### src/rtl/dbgmb_pkg.sv
package dbgmb_pkg;

  // Register offsets seen by the debugger (fixed by the block's behaviour)
  localparam logic [11:0] OFS_TXDATA = 12'h080;
  localparam logic [11:0] OFS_CTRL   = 12'h088;
  localparam logic [11:0] OFS_RXDATA = 12'h08C;

  // Write-one-to-clear bit positions in the control register
  localparam int CLR_ERR_BIT = 0;
  localparam int CLR_OVR_BIT = 1;
  localparam int CLR_UDR_BIT = 2;
  localparam int CLR_BITS    = 3;

  typedef enum logic [2:0] {
    OP_NONE,
    OP_RX_WR,
    OP_RX_RD,
    OP_TX_RD,
    OP_CTL_WR,
    OP_CTL_RD,
    OP_OTHER
  } dbg_op_e;

  // Packed so that the control-register read image is {udr, ovr, err, txf, rxf}
  typedef struct packed {
    logic tx_udr;
    logic rx_ovr;
    logic err;
    logic tx_full;
    logic rx_full;
  } mb_flags_t;

  localparam int FLAG_W = $bits(mb_flags_t);

endpackage

### src/rtl/dbgmb_decode.sv
module dbgmb_decode
  import dbgmb_pkg::*;
#(
  parameter int ADDR_W = 12
) (
  input  logic              req_valid,
  input  logic              req_write,
  input  logic [ADDR_W-1:0] req_addr,
  input  logic              req_mmap,
  input  logic              pwr_up,
  input  logic              dbg_lock,
  input  logic              os_lock,
  input  logic              sw_lock,
  output dbg_op_e           op,
  output logic              deny,
  output logic              locked
);

  logic allowed;
  logic hit_tx, hit_rx, hit_ctl;

  assign allowed = pwr_up && !dbg_lock && !os_lock;
  assign deny    = req_valid && !allowed;
  assign locked  = req_mmap && sw_lock;

  assign hit_tx  = (req_addr == ADDR_W'(OFS_TXDATA));
  assign hit_rx  = (req_addr == ADDR_W'(OFS_RXDATA));
  assign hit_ctl = (req_addr == ADDR_W'(OFS_CTRL));

  always_comb begin
    op = OP_NONE;
    if (req_valid && allowed) begin
      if (hit_rx)       op = req_write ? OP_RX_WR  : OP_RX_RD;
      else if (hit_tx)  op = req_write ? OP_OTHER  : OP_TX_RD;
      else if (hit_ctl) op = req_write ? OP_CTL_WR : OP_CTL_RD;
      else              op = OP_OTHER;
    end
  end

endmodule

### src/rtl/dbgmb_flags.sv
module dbgmb_flags
  import dbgmb_pkg::*;
(
  input  logic                clk,
  input  logic                rst_n,
  input  dbg_op_e             op,
  input  logic                locked,
  input  logic [CLR_BITS-1:0] clr_bits,
  input  logic                cpu_wr,
  input  logic                cpu_rd,
  output mb_flags_t           flags,
  output logic                rx_load,
  output logic                cpu_wr_take
);

  mb_flags_t flag_r, flag_n;
  logic side_ok, rx_over, tx_pop, tx_under, ctl_clr;

  assign side_ok     = !flag_r.err && !locked;
  assign rx_load     = (op == OP_RX_WR) && side_ok && !flag_r.rx_full;
  assign rx_over     = (op == OP_RX_WR) && side_ok &&  flag_r.rx_full;
  assign tx_pop      = (op == OP_TX_RD) && side_ok &&  flag_r.tx_full;
  assign tx_under    = (op == OP_TX_RD) && side_ok && !flag_r.tx_full;
  assign ctl_clr     = (op == OP_CTL_WR) && !locked;
  assign cpu_wr_take = cpu_wr && !flag_r.tx_full;

  always_comb begin
    flag_n = flag_r;
    // receive-full: debugger load wins over a same-cycle processor drain
    if (rx_load)     flag_n.rx_full = 1'b1;
    else if (cpu_rd) flag_n.rx_full = 1'b0;
    // transmit-full: an accepted processor write wins over a debugger pop
    if (cpu_wr_take) flag_n.tx_full = 1'b1;
    else if (tx_pop) flag_n.tx_full = 1'b0;
    // sticky flags: clear first, a new fault sets again
    if (ctl_clr && clr_bits[CLR_ERR_BIT]) flag_n.err    = 1'b0;
    if (ctl_clr && clr_bits[CLR_OVR_BIT]) flag_n.rx_ovr = 1'b0;
    if (ctl_clr && clr_bits[CLR_UDR_BIT]) flag_n.tx_udr = 1'b0;
    if (rx_over)  begin flag_n.rx_ovr = 1'b1; flag_n.err = 1'b1; end
    if (tx_under) begin flag_n.tx_udr = 1'b1; flag_n.err = 1'b1; end
  end

  always_ff @(posedge clk or negedge rst_n) begin
    if (!rst_n) flag_r <= '0;
    else        flag_r <= flag_n;
  end

  assign flags = flag_r;

endmodule

### src/rtl/dbgmb_data.sv
module dbgmb_data #(
  parameter int DW = 32
) (
  input  logic          clk,
  input  logic          rst_n,
  input  logic          rx_load,
  input  logic [DW-1:0] dbg_wdata,
  input  logic          cpu_wr_take,
  input  logic          cpu_wr_wide,
  input  logic [2*DW-1:0] cpu_wr_data,
  input  logic          cpu_rd,
  input  logic          cpu_rd_wide,
  input  logic          rx_full,
  output logic [DW-1:0] rx_q,
  output logic [DW-1:0] tx_q,
  output logic          rsp_valid,
  output logic [2*DW-1:0] rsp_data
);

  logic [2*DW-1:0] rd_image;

  // Receive register: debugger load has priority over the upper half of a wide write
  always_ff @(posedge clk or negedge rst_n) begin
    if (!rst_n)                          rx_q <= '0;
    else if (rx_load)                    rx_q <= dbg_wdata;
    else if (cpu_wr_take && cpu_wr_wide) rx_q <= cpu_wr_data[2*DW-1:DW];
  end

  always_ff @(posedge clk or negedge rst_n) begin
    if (!rst_n)           tx_q <= '0;
    else if (cpu_wr_take) tx_q <= cpu_wr_data[DW-1:0];
  end

  // Read word order is the reverse of the write order
  always_comb begin
    if (!rx_full)         rd_image = '0;
    else if (cpu_rd_wide) rd_image = {tx_q, rx_q};
    else                  rd_image = {{DW{1'b0}}, rx_q};
  end

  always_ff @(posedge clk or negedge rst_n) begin
    if (!rst_n) begin
      rsp_valid <= 1'b0;
      rsp_data  <= '0;
    end else begin
      rsp_valid <= cpu_rd;
      rsp_data  <= cpu_rd ? rd_image : '0;
    end
  end

endmodule

### src/rtl/dbg_mailbox.sv
module dbg_mailbox
  import dbgmb_pkg::*;
#(
  parameter int ADDR_W = 12,
  parameter int DW     = 32
) (
  input  logic              clk,
  input  logic              rst_n,
  input  logic              dbg_valid,
  input  logic              dbg_write,
  input  logic [ADDR_W-1:0] dbg_addr,
  input  logic [DW-1:0]     dbg_wdata,
  input  logic              dbg_mmap,
  input  logic              pwr_up,
  input  logic              dbg_lock,
  input  logic              os_lock,
  input  logic              sw_lock,
  output logic              dbg_rsp_valid,
  output logic              dbg_rsp_err,
  output logic [DW-1:0]     dbg_rsp_data,
  input  logic              cpu_wr_valid,
  input  logic              cpu_wr_wide,
  input  logic [2*DW-1:0]   cpu_wr_data,
  input  logic              cpu_rd_valid,
  input  logic              cpu_rd_wide,
  output logic              cpu_rd_rsp_valid,
  output logic [2*DW-1:0]   cpu_rd_rsp_data,
  input  logic              irq_rx_en,
  input  logic              irq_tx_en,
  output logic              irq
);

  dbg_op_e   op;
  logic      deny, locked, rx_load, cpu_wr_take;
  mb_flags_t flag_q;
  logic [DW-1:0] rx_q, tx_q, rd_mux;

  dbgmb_decode #(.ADDR_W(ADDR_W)) u_dec (
    .req_valid (dbg_valid),
    .req_write (dbg_write),
    .req_addr  (dbg_addr),
    .req_mmap  (dbg_mmap),
    .pwr_up    (pwr_up),
    .dbg_lock  (dbg_lock),
    .os_lock   (os_lock),
    .sw_lock   (sw_lock),
    .op        (op),
    .deny      (deny),
    .locked    (locked)
  );

  dbgmb_flags u_flags (
    .clk         (clk),
    .rst_n       (rst_n),
    .op          (op),
    .locked      (locked),
    .clr_bits    (dbg_wdata[CLR_BITS-1:0]),
    .cpu_wr      (cpu_wr_valid),
    .cpu_rd      (cpu_rd_valid),
    .flags       (flag_q),
    .rx_load     (rx_load),
    .cpu_wr_take (cpu_wr_take)
  );

  dbgmb_data #(.DW(DW)) u_data (
    .clk         (clk),
    .rst_n       (rst_n),
    .rx_load     (rx_load),
    .dbg_wdata   (dbg_wdata),
    .cpu_wr_take (cpu_wr_take),
    .cpu_wr_wide (cpu_wr_wide),
    .cpu_wr_data (cpu_wr_data),
    .cpu_rd      (cpu_rd_valid),
    .cpu_rd_wide (cpu_rd_wide),
    .rx_full     (flag_q.rx_full),
    .rx_q        (rx_q),
    .tx_q        (tx_q),
    .rsp_valid   (cpu_rd_rsp_valid),
    .rsp_data    (cpu_rd_rsp_data)
  );

  // Debugger read data: empty transmit register reads as zero
  always_comb begin
    unique case (op)
      OP_RX_RD:  rd_mux = rx_q;
      OP_TX_RD:  rd_mux = flag_q.tx_full ? tx_q : '0;
      OP_CTL_RD: rd_mux = DW'(flag_q);
      default:   rd_mux = '0;
    endcase
  end

  always_ff @(posedge clk or negedge rst_n) begin
    if (!rst_n) begin
      dbg_rsp_valid <= 1'b0;
      dbg_rsp_err   <= 1'b0;
      dbg_rsp_data  <= '0;
    end else begin
      dbg_rsp_valid <= dbg_valid;
      dbg_rsp_err   <= deny;
      dbg_rsp_data  <= rd_mux;
    end
  end

  assign irq = (flag_q.rx_full && irq_rx_en) || (!flag_q.tx_full && irq_tx_en);

endmodule

### config.mk
export PLATFORM = sky130hd
export DESIGN_NAME = dbg_mailbox
export DESIGN_NICKNAME = d
export VERILOG_FILES = /design/src/rtl/dbgmb_pkg.sv /design/src/rtl/dbgmb_decode.sv /design/src/rtl/dbgmb_flags.sv /design/src/rtl/dbgmb_data.sv /design/src/rtl/dbg_mailbox.sv
export SDC_FILE = /design/constraint.sdc
export NUM_CORES = 1
export LEC_CHECK = 0
export ABC_AREA = 1
export BUFFER_PORTS_ARGS = -buffer_cell sky130_fd_sc_hd__buf_2
export CORE_AREA = 2 2 116 118
export DETAILED_ROUTE_END_ITERATION = 10
export DIE_AREA = 0 0 118 120
export PLACE_DENSITY_LB_ADDON = 0.1
export SYNTH_ARGS = -nofsm -noshare
export SYNTH_HDL_FRONTEND = slang
export SYNTH_SLANG_ARGS = --single-unit
### constraint.sdc
create_clock -name clk -period 3.3 [get_ports clk]
set_input_delay 0.33 -clock clk [delete_from_list [all_inputs] [get_ports clk]]
set_output_delay 0.33 -clock clk [all_outputs]
set_load 0.05 [all_outputs]
== Word-level counts from Yosys, hierarchy flattened ==
Cells that the tools add are included.
Word-level totals
  memory bits (read-only): 0
  register bits after elaboration: 168
  latch bits: 0
  RAM bits: 0
  output and inout port bits: 100
  memories kept: 0
Cells by class
  order comparisons: 0
  equal/unequal tests: 8
  shift operators: 0
  div/mod/pow operators: 0
  add/sub/neg operators: 0
  multiply operators: 0
  reduce and logical (&&, ||, !) cells: 34
  bitwise gates (word level): 0
  multiplexer cells: 24
Operators by type and width (count)
  $mux 64: 3
  $mux 32: 3
  $pmux 32 s3: 1
  $eq 12x8->1 const B: 3
  $logic_and 1x1->1: 20
  $mux 3: 5
  $mux 1: 10
  $reduce_bool 2->1: 5
  $logic_not 1->1: 7
  $eq 3x2->1 const B: 2
  $eq 3x3->1 const B: 2
  $mux 2: 2
  $eq 3x1->1 const B: 1
  $reduce_bool 3->1: 1
  $logic_or 1x1->1: 1

== Depth between registers and ports, before layout ==
Gate-level depths: netlist of the first run.
  word-level depth: 11
  gate-level depth with buffers: 13
  gate-level depth less buffers: 13

== By module ==
Synthesis of the first run repeated with hierarchy kept, for this count alone.
Second synthesis, totals
  cell total of the unflattened synthesis: 784
  area total of the unflattened synthesis: 6850.3 µm²
By module, submodules not included
  dbgmb_data: instances 1, area an instance 4957.3 µm², cells each 548
  dbg_mailbox: instances 1, area an instance 1460.2 µm², cells each 165
  dbgmb_flags: instances 1, area an instance 262.8 µm², cells each 34
  dbgmb_decode: instances 1, area an instance 170.2 µm², cells each 37

== Worst setup path before layout of the first run ==
Ideal clock, no wire load.
  path type: input to register
  start: input port dbg_addr[11]
  end: register u_data.rx_q[11]
  buffers on the path: 1
  data required time: 3.183 ns
  setup time: 0.117 ns
  arrival: 1.492 ns
  setup slack: 1.692 ns
  stages: 11
  path through: nor2_1 -> nand2_1 -> nor2_4 -> nand3_2 -> nand2_1 -> nand2_4 -> nor2_8 -> nand3_4 -> buf_2 -> nand3_1 -> nand2_1
On the way
  cells in the longest elaborated chain, start to end: 9
  elaborated cells between the ends (all ways): 12
  those cells by class: 4 x eq/ne; 5 x mux; 3 x reduce/logical
RTL lines
  from (decl): line dbg_mailbox.sv:11  | input logic [ADDR_W-1:0] dbg_addr,
  $eq 12x8->1: line dbgmb_decode.sv:28  | assign hit_ctl = (req_addr == ADDR_W'(OFS_CTRL));
  $mux 3: line dbgmb_decode.sv:35  | else if (hit_ctl) op = req_write ? OP_CTL_WR : OP_CTL_RD;
  $mux 3: line dbgmb_decode.sv:34  | else if (hit_tx) op = req_write ? OP_OTHER : OP_TX_RD;
  $mux 3 *: line dbgmb_decode.sv:33  | if (hit_rx) op = req_write ? OP_RX_WR : OP_RX_RD;
  $mux 3 *: line dbgmb_decode.sv:32  | if (req_valid && allowed) begin
  $eq 3x1->1 *: line dbgmb_flags.sv:20  | assign rx_load = (op == OP_RX_WR) && side_ok && !flag_r.rx_full;
  $logic_and 1x1->1 * (2 in series): line dbgmb_flags.sv:20
  $mux 32 / $reduce_bool 2->1 (equally long branches)
  to (signal assigned): line dbgmb_data.sv:25  | else if (rx_load) rx_q <= dbg_wdata;
  to (signal assigned): line dbgmb_data.sv:26  | else if (cpu_wr_take && cpu_wr_wide) rx_q <= cpu_wr_data[2*DW-1:DW];
  to (decl): line dbgmb_data.sv:14  | output logic [DW-1:0] rx_q,
Mark *: on every way between the ends. The rest lies on a longest branch, timed or not.
A chain may end at the register's enable or synchronous reset.

== Final worst setup path of the first run ==
  start: input port dbg_addr[1]
  end: register u_data.rx_q[31]
The elaborated chain is that of the path after synthesis.

==> results of run 1 <==
## flip-flops by register name, indices dropped and copies added, names as in the netlist
signal,count
dbg_rsp_data,32
dbg_rsp_err,1
dbg_rsp_valid,1
u_data.rsp_data,64
u_data.rsp_valid,1
u_data.rx_q,32
u_data.tx_q,32
u_flags.flags,5
## stage by stage
step / utilization [%] / total power [mW]
2_1_floorplan: - / 2.14
6_report: 67.4 / 4.24
4_1_cts: 67.4 / 4.27
5_1_grt: 67.4 / 4.37
3_5_place_dp: 62.8 / 2.27
3_3_place_gp: 62.8 / 2.27
## worst register-to-register path, stage by stage (launching register included)
cell     delay [ns]
dfrtp_1        0.41
a21oi_1        0.17
nand2_2        0.12
nor2_8         0.40
nand3_4        0.68
nand2_1        0.24
nand2_1        0.11
nand2_1        0.07
## cells in the mapped netlist
library cell and n:
inv_1 76, mux2_2 32, nand4_1 33, nor2_1 74, buf_2 15, nor2_2 2
nand3_4 1, clkinv_1 1, o21ai_1 4, nand3b_1 1, nor2_8 1, o211ai_1 4
nor2_4 1, dfrtp_1 168, buf_4 4, a21oi_1 3, clkbuf_1 24, a22o_1 1
nor3_1 1, nand2_1 185, o21ai_0 26, nand3_2 2, nand2_2 1, nand3_1 73
nand2_4 1
## final timing paths
check	depth (start not counted)	start	endpoint
worst max-delay path	12	dbg_addr[1]	u_data.rx_q[31]
worst min-delay path	1	rst_n	u_data.rsp_data[37]
worst max register to register	7	u_flags.flags[2]	u_data.rx_q[31]
worst min register to register	2	u_flags.flags[4]	u_flags.flags[4]
max in group asynchronous	2	rst_n	dbg_rsp_data[8]
min in group clk	1	dbg_valid	dbg_rsp_valid
## cell type report
type,instances,area (sq um),share of cell area (%)
inverter,77,289,3.30
tap,176,220,2.52
timing repair buffer,234,1210,13.8
clock buffer,19,453,5.18
multi-input combinational,446,2230,25.4
sequential,168,4200,48.0
clock inverter,12,151,1.73
## metal layers
layer	track usage, %	up-vias	wire length [um]	share of wire, %
met3	6.23	26	1150	6.5
met5	0	-	0	0
met4	8.96	0	299	1.7
met2	41.0	248	8240	47
met1	35.8	2701	7940	45
li1	-	2750	-	-
## kinds of logic after synthesis
kind of cell / share of synthesized area [%]
mux: 5.22
simple gates: 24.0
compound gates: 2.95
flops: 60.9
buf+inv: 7.01
## power groups by stage
stage / Combinational, mW / Clock [mW] / Sequential, mW
detailed placement: 0.168 / 0 / 2.10
CTS: 0.169 / 2.03 / 2.06
global route: 0.188 / 2.12 / 2.06
global placement: 0.165 / 0 / 2.10
floorplan: 0.0303 / 0 / 2.11
finish: 0.166 / 2.01 / 2.06
==> flow_metrics.tcl, run 1 <==
set metrics [dict create \
    status "finished, violations left" \
    violations "hold timing" \
    netlist_instances 734 \
    p_sw_mw 0.894 \
    final_layout_size_suffix_gt1_share_pct 32.2 \
    crit_family "simple AND/OR/NAND/NOR gates" \
    avgSynthCellArea_sq_um 9.41 \
    fp.dieH_um 120 \
    grt_usage_pct 26.1 \
    rows 42 \
    ys_ff_latch 168 \
    r2r_slack_ns 1.03 \
    cp-end-kind "flop" \
    fin_tns_setup_ns 0 \
    synth_area_leaders "dfrtp_1 (61%), nand2_1 (10%), nand3_1 (5.3%)" \
    swShare_pct 21.1 \
    yosysTopAreaCell "dfrtp_1" \
    syn_nets 857 \
    via_count 5725 \
    p_leak_nw 4.93 \
    postRouteWirelength_mm 17.6 \
    cts.sinks 168 \
    final_common_cell "buf_2" \
    cpMostUsedCell "nand2_1" \
    clockPowerShare_pct 47.5 \
    avgRoutedWirePerCell_um 15.6 \
    max_stage_delay_ns 0.68 \
    place_congestion 0.846 \
    drc 0 \
    irDropWorstVdd_uv 256 \
    finalHoldWorstSlack_ns -0.0250 \
    p_comb_share_pct 3.9 \
    die_w_um 118 \
    clk_latency_ns 0.42 \
    antenna_left 0 \
    fin_skew_ns 0.00722 \
    p_seq_share_pct 48.6 \
    fill_cells 1042 \
    grt_max_degree 96 \
    grt_overflow_total 0 \
    nets 1067 \
    netlist_area_sq_mm 0.00691 \
    dp_cells 1101 \
    worst_pin_slew_ns 1.07 \
    area_growth_syn_to_layout_pct 26.7 \
    fin_crit_sh_pct 69.3 \
    fmax_ghz 0.437 \
    cts_max_level 4 \
    required_ns 3.66 \
    postCtsResizedCells 0 \
    grt_pass1_wl_mm 28.5 \
    start_util_pct 53.2 \
    cts_tree "built" \
    relSlewSlack_pct 28.9 \
    antenna_cells 0 \
    die_area_sq_mm 0.0142 \
    holdBufCountCts 0 \
    power_density_mw_per_mm2 485 \
    crit_buf_inv 2 \
    cts-root-buf "clkbuf_16" \
    arrival_ns 2.64 \
    slew_viol_final 0 \
    antenna_found_initial 0 \
    routed_via_density 5.06 \
    worstHoldPathType "in -> async" \
    fin_area_sq_mm 0.00875 \
    fin_cells 1132 \
    drv_cap 0 \
    fin_crit_ns 2.29 \
    cts_setup_buffers 0 \
    setup_slack_ns 1.01 \
    setup_viol 0 \
    cp-start-kind "input port" \
    path_max_fanout 64 \
    intPower_mw 3.35 \
    path_class "in -> reg" \
    rsz0062_at_grt "false" \
    yosysWarnings 0 \
    pre_cts_ws_ns 0.607 \
    yosysTopAreaCellShare_pct 60.9 \
    cp_slowest_cell "nand3_4" \
    cts.path.max_buffers 2 \
    dr.first_iter.drc_count 483 \
    dr.pass1.iters 6 \
    io_pins 223 \
    path_cells "buf_2 -> nor2_1 -> inv_1 -> nor2_1 -> nand3_2 -> nand2_1 -> nand2_4 -> nor2_8 -> nand3_4 -> nand2_1 -> nand2_1 -> nand2_1" \
    clk_pin_slew_ns 0.06 \
    layout_common_cells "buf_2 (221), nand2_1 (184), dfrtp_1 (168)" \
    synth_cell_type_count 25 \
    synth-seq-area-share_pct 60.9 \
    hold_viol_final 9 \
    coreArea_sq_mm 0.0130 \
    grt_pass1_vias 5711 \
    port_buffers 222 \
    cts_inserted_buffers 17 \
    hpwl_mm 12.2 \
    dpl_cell_area_sq_mm 0.00815 \
]
Power figures use the tool's default switching activity.
==> inputs of run 2 (changes only) <==
Settings changed: CORE_AREA 2 2 116 118 to 2 2 126 128, DIE_AREA 0 0 118 120 to 0 0 128 130.
Clock period 3.3 ns to 2.1 ns, I/O delays scaled along.
==> flow_metrics.tcl, run 2 (synthesis results as in run 1) <==
set metrics [dict create \
    drv_cap 0 \
    grt_max_degree 54 \
    slew_viol_final 0 \
    clk_latency_ns 0.42 \
    required_ns 2.44 \
    p_comb_share_pct 4.0 \
    clockPowerShare_pct 48.2 \
    hold_viol_final 0 \
    largest_reg_flops 64 \
    io_pins 223 \
    grt_pass1_wl_mm 27.4 \
    layout_common_cells "buf_2 (221), nand2_1 (184), dfrtp_1 (168)" \
    grt_pass1_vias 5332 \
    fin_tns_setup_ns 0 \
    cts.path.max_buffers 2 \
    place_congestion 0.840 \
    avgRoutedWirePerCell_um 15.1 \
    final_layout_size_suffix_gt1_share_pct 32.6 \
    area_growth_syn_to_layout_pct 30.0 \
    p_total_mw 6.79 \
    antenna_left 0 \
    drc 0 \
    r2r_cells 8 \
    dr.pass1.iters 5 \
    finalHoldWorstSlack_ns 0.0171 \
    p_seq_share_pct 47.8 \
    relSlewSlack_pct 60.4 \
    via_count 5609 \
    top_register "u_data.rsp_data" \
    grt_overflow_total 0 \
    rsz0062_at_grt "false" \
    arrival_ns 2.11 \
    holdBufCountCts 3 \
    die_w_um 128 \
    clk_pin_slew_ns 0.06 \
    worst_pin_slew_ns 0.594 \
    fin_area_sq_mm 0.00898 \
    p_leak_nw 5.04 \
    min_path_cells 2 \
    fp.dieH_um 130 \
    post-route-util_pct 58.2 \
    swShare_pct 20.8 \
    status "completed" \
    port_buffers 222 \
    r2r-start "u_flags.flags[1]" \
    routed_via_density 4.82 \
    fmax_ghz 0.565 \
    final_common_cell "buf_2" \
    cp-start-kind "input port" \
    path_class "in -> reg" \
    coreArea_sq_mm 0.0154 \
    cts_tree "built" \
    cp-end-kind "flop" \
    postCtsResizedCells 0 \
    path_max_fanout 32 \
    setup_viol 0 \
    hpwl_mm 12.8 \
    cts-root-buf "clkbuf_16" \
    dr.first_iter.drc_count 314 \
    fin_skew_ns 0.00723 \
    rows 46 \
    power_density_mw_per_mm2 756 \
    cts.sinks 168 \
    grt_usage_pct 21.6 \
    antenna_found_initial 2 \
    cts_setup_buffers 0 \
    cts_max_level 4 \
    dpl_cell_area_sq_mm 0.00833 \
    nets 1080 \
    intPower_mw 5.37 \
    die_area_sq_mm 0.0166 \
    postRouteWirelength_mm 17.6 \
    worstHoldPathType "in -> reg" \
    critPathLaunch "dbg_valid" \
    fin_crit_ns 1.77 \
    p_sw_mw 1.41 \
    cts_inserted_buffers 17 \
    start_util_pct 44.8 \
    hp-start "cpu_wr_data[14]" \
    irDropWorstVdd_uv 546 \
    fin_crit_sh_pct 84.2 \
]
[run 2: changes by cell type in the layout (fill, tap and decap cells not counted), sizes merged]
cell,delta
clkbuf,+1
inv,+1
buf,+10
bufinv,+1
clkinvlp,-1
diode,+2
clkinv,-1
dlygate4sd3,+3
[run 2: area by class of cell]
cell class	count	area, sq um
clock inverter	12	174
timing repair buffer	247	1400
antenna	2	5.00
multi-input combinational	446	2220
fill	1413	6440
sequential	168	4200
clock buffer	20	447
tap	192	240
inverter	77	289
[run 2: routing by layer]
| layer | vias up | GRT usage [%] | wire, um |
|---|---|---|---|
| met5 | - | 0 | 0 |
| met4 | 0 | 8.53 | 353 |
| met3 | 22 | 4.92 | 1120 |
| met2 | 207 | 33.1 | 7920 |
| met1 | 2597 | 30.3 | 8200 |
| li1 | 2783 | - | - |
[run 2: worst max-delay path, cell delays in order]
cell,delay [ns]
dlygate4sd3_1,0.52
buf_2,0.11
inv_1,0.04
nor2_2,0.24
nand2_1,0.09
nor2_1,0.19
nand2_1,0.09
nor2_2,0.15
buf_12,0.22
nand3_1,0.12
o21ai_0,0.10
[run 2: final timing paths]
kind / slack, ns / end
setup / recovery: 0.33 / dbg_rsp_data[9]
hold reg to reg: 0.50 / u_flags.flags[3]
hold / removal: 0.02 / u_data.tx_q[14]
max in group asynchronous: 1.14 / u_data.tx_q[12]
setup reg to reg: 0.58 / u_data.rx_q[27]
min in group asynchronous: 0.31 / u_data.rsp_data[35]
[run 2: power by group through the flow]
stage | Combinational, mW | Clock, mW | Sequential [mW]
2_1_floorplan | 0.0476 | 0 | 3.32
3_3_place_gp | 0.276 | 0 | 3.30
3_5_place_dp | 0.276 | 0 | 3.30
4_1_cts | 0.281 | 3.32 | 3.24
5_1_grt | 0.309 | 3.45 | 3.24
6_report | 0.273 | 3.27 | 3.24
[run 2: stage by stage]
| step | setup slack (ns) | std cells |
|---|---|---|
| floorplan | 0.612 | 734 |
| global placement | 0.280 | 1127 |
| detailed placement | 0.255 | 1127 |
| CTS | 0.346 | 1162 |
| global route | 0.0867 | 1163 |
| finish | 0.332 | 1164 |
==> inputs of run 3 (changes only) <==
Settings changed: CORE_AREA 2 2 126 128 to 2 2 120 122, DIE_AREA 0 0 128 130 to 0 0 122 124.
Clock period 2.1 ns to 1.7 ns, I/O delays scaled along.
==> flow_metrics.tcl, run 3 (synthesis results as in run 1) <==
set metrics [dict create \
    r2r-start "u_flags.flags[2]" \
    path_class "in -> reg" \
    min_to "u_data.tx_q[15]" \
    avgRoutedWirePerCell_um 15.5 \
    irDropWorstVdd_uv 587 \
    cts_setup_buffers 0 \
    final_layout_size_suffix_gt1_share_pct 32.3 \
    postRouteWirelength_mm 18.4 \
    antenna_left 0 \
    rsz0062_at_grt "true" \
    dr.first_iter.drc_count 372 \
    hpwl_mm 12.8 \
    r2r_cells 7 \
    r2r_end "u_data.rx_q[31]" \
    power_density_mw_per_mm2 862 \
    grt_usage_pct 24.7 \
    hold_viol_final 0 \
    top_register "u_data.rsp_data" \
    fin_crit_ns 1.66 \
    layout_common_cells "buf_2 (221), nand2_1 (184), dfrtp_1 (168)" \
    grt_overflow_total 0 \
    grt_pass1_wl_mm 28.6 \
    hp-start "cpu_wr_data[15]" \
    port_buffers 222 \
    clk_latency_ns 0.42 \
    via_count 5931 \
    coreArea_sq_mm 0.0137 \
    routed_via_density 5.00 \
    die_area_sq_mm 0.0151 \
    clk_pin_slew_ns 0.06 \
    cts-root-buf "clkbuf_16" \
    required_ns 2.04 \
    use_met2_pct 39.0 \
    grtUsageMet1_pct 34.2 \
    path_max_fanout 16 \
    relSlewSlack_pct 58.5 \
    fmax_ghz 0.604 \
    nets 1117 \
    worst_pin_slew_ns 0.623 \
    grt_max_degree 65 \
    final_common_cell "buf_2" \
    dr.pass1.iters 5 \
    grt_pass1_vias 5803 \
    slew_viol_final 0 \
    use_met3_pct 5.36 \
    fin_tns_setup_ns 0 \
    min_path_cells 2 \
    largest_reg_flops 64 \
    cp-end-kind "flop" \
    cts_tree "built" \
    fin_crit_sh_pct 97.4 \
    cts.path.max_buffers 2 \
    grt_busiest_layer "met2" \
    drv_cap 0 \
    cts_inserted_buffers 17 \
    io_pins 223 \
    setup_viol 0 \
    status "completed" \
    worstHoldPathType "in -> reg" \
    place_congestion 0.874 \
    cts_max_level 4 \
    antenna_found_initial 1 \
    rows 43 \
    arrival_ns 2.00 \
    finalHoldWorstSlack_ns 0.0165 \
    cp-start-kind "input port" \
    start_util_pct 50.4 \
    cts.sinks 168 \
    die_w_um 122 \
    area_growth_syn_to_layout_pct 34.9 \
    p_leak_nw 5.19 \
    r2r_slack_ns 0.27 \
    fin_skew_ns 0.00917 \
    drc 0 \
    fp.dieH_um 124 \
]
## run 3: cell type report
type	instances	area, sq um
Multi-Input combinational cell	446	2240
Timing Repair Buffer	284	1800
Inverter	77	289
Fill cell	1095	4400
Sequential cell	168	4200
Antenna cell	1	2.50
Clock buffer	23	488
Tap cell	180	225
Clock inverter	8	71.3
## run 3: metal layers
layer	wire length, um	part of all wire [%]	up-vias
li1	-	-	2852
met1	8320	45	2792
met2	8530	46	251
met3	1170	6.3	36
met4	369	2.0	0
met5	0	0	-
## run 3: worst max-delay path by stage
| stage | start | end | slack, ns | cells after the start |
|---|---|---|---|---|
| final | dbg_valid | dbg_rsp_data[10] | 0.04 | 11 |
| after global placement | dbg_addr[11] | dbg_rsp_data[3] | 0.03 | 11 |
| after CTS | dbg_valid | u_data.rx_q[31] | 0.07 | 11 |
| after global routing | dbg_valid | dbg_rsp_data[20] | -0.05 | 11 |
| after floorplan | dbg_addr[11] | u_data.rx_q[11] | 0.25 | 11 |
| after detailed placement | dbg_addr[11] | dbg_rsp_data[20] | -0.0007 | 11 |
## run 3: timing repair
action / CTS / global route
hold endpoints to repair: 71 / 0
gates resized for setup: 0 / 5
setup endpoints to repair: 0 / 18
hold buffers: 33 / 0
## run 3: report_power, final
group | internal [mW] | switching (mW)
clock network | 2.15 | 1.47
logic | 0.190 | 0.215
registers | 4.01 | 0.00229
## run 3: worst max-delay path: stages
cell           delay (ns)
dlygate4sd3_1        0.52
buf_2                0.11
inv_1                0.04
nor2_2               0.11
nand2_1              0.08
nor2_2               0.17
nand2_1              0.14
nor2_4               0.21
clkbuf_16            0.23
nand3_1              0.11
o21ai_0              0.10
## run 3: per-stage QoR
stage | total power, mW | utilization [%] | setup slack, ns | cell area [sq um] | instances
after global placement | 4.42 | 61.1 | 0.0256 | 8380 | 1121
after CTS | 8.09 | 67.6 | 0.0723 | 9270 | 1185
final | 8.03 | 67.9 | 0.0442 | 9320 | 1187
after floorplan | 4.15 | - | 0.252 | 6910 | 734
after global routing | 8.33 | 67.9 | -0.0544 | 9320 | 1186
after detailed placement | 4.43 | 61.1 | -0.000721 | 8380 | 1121
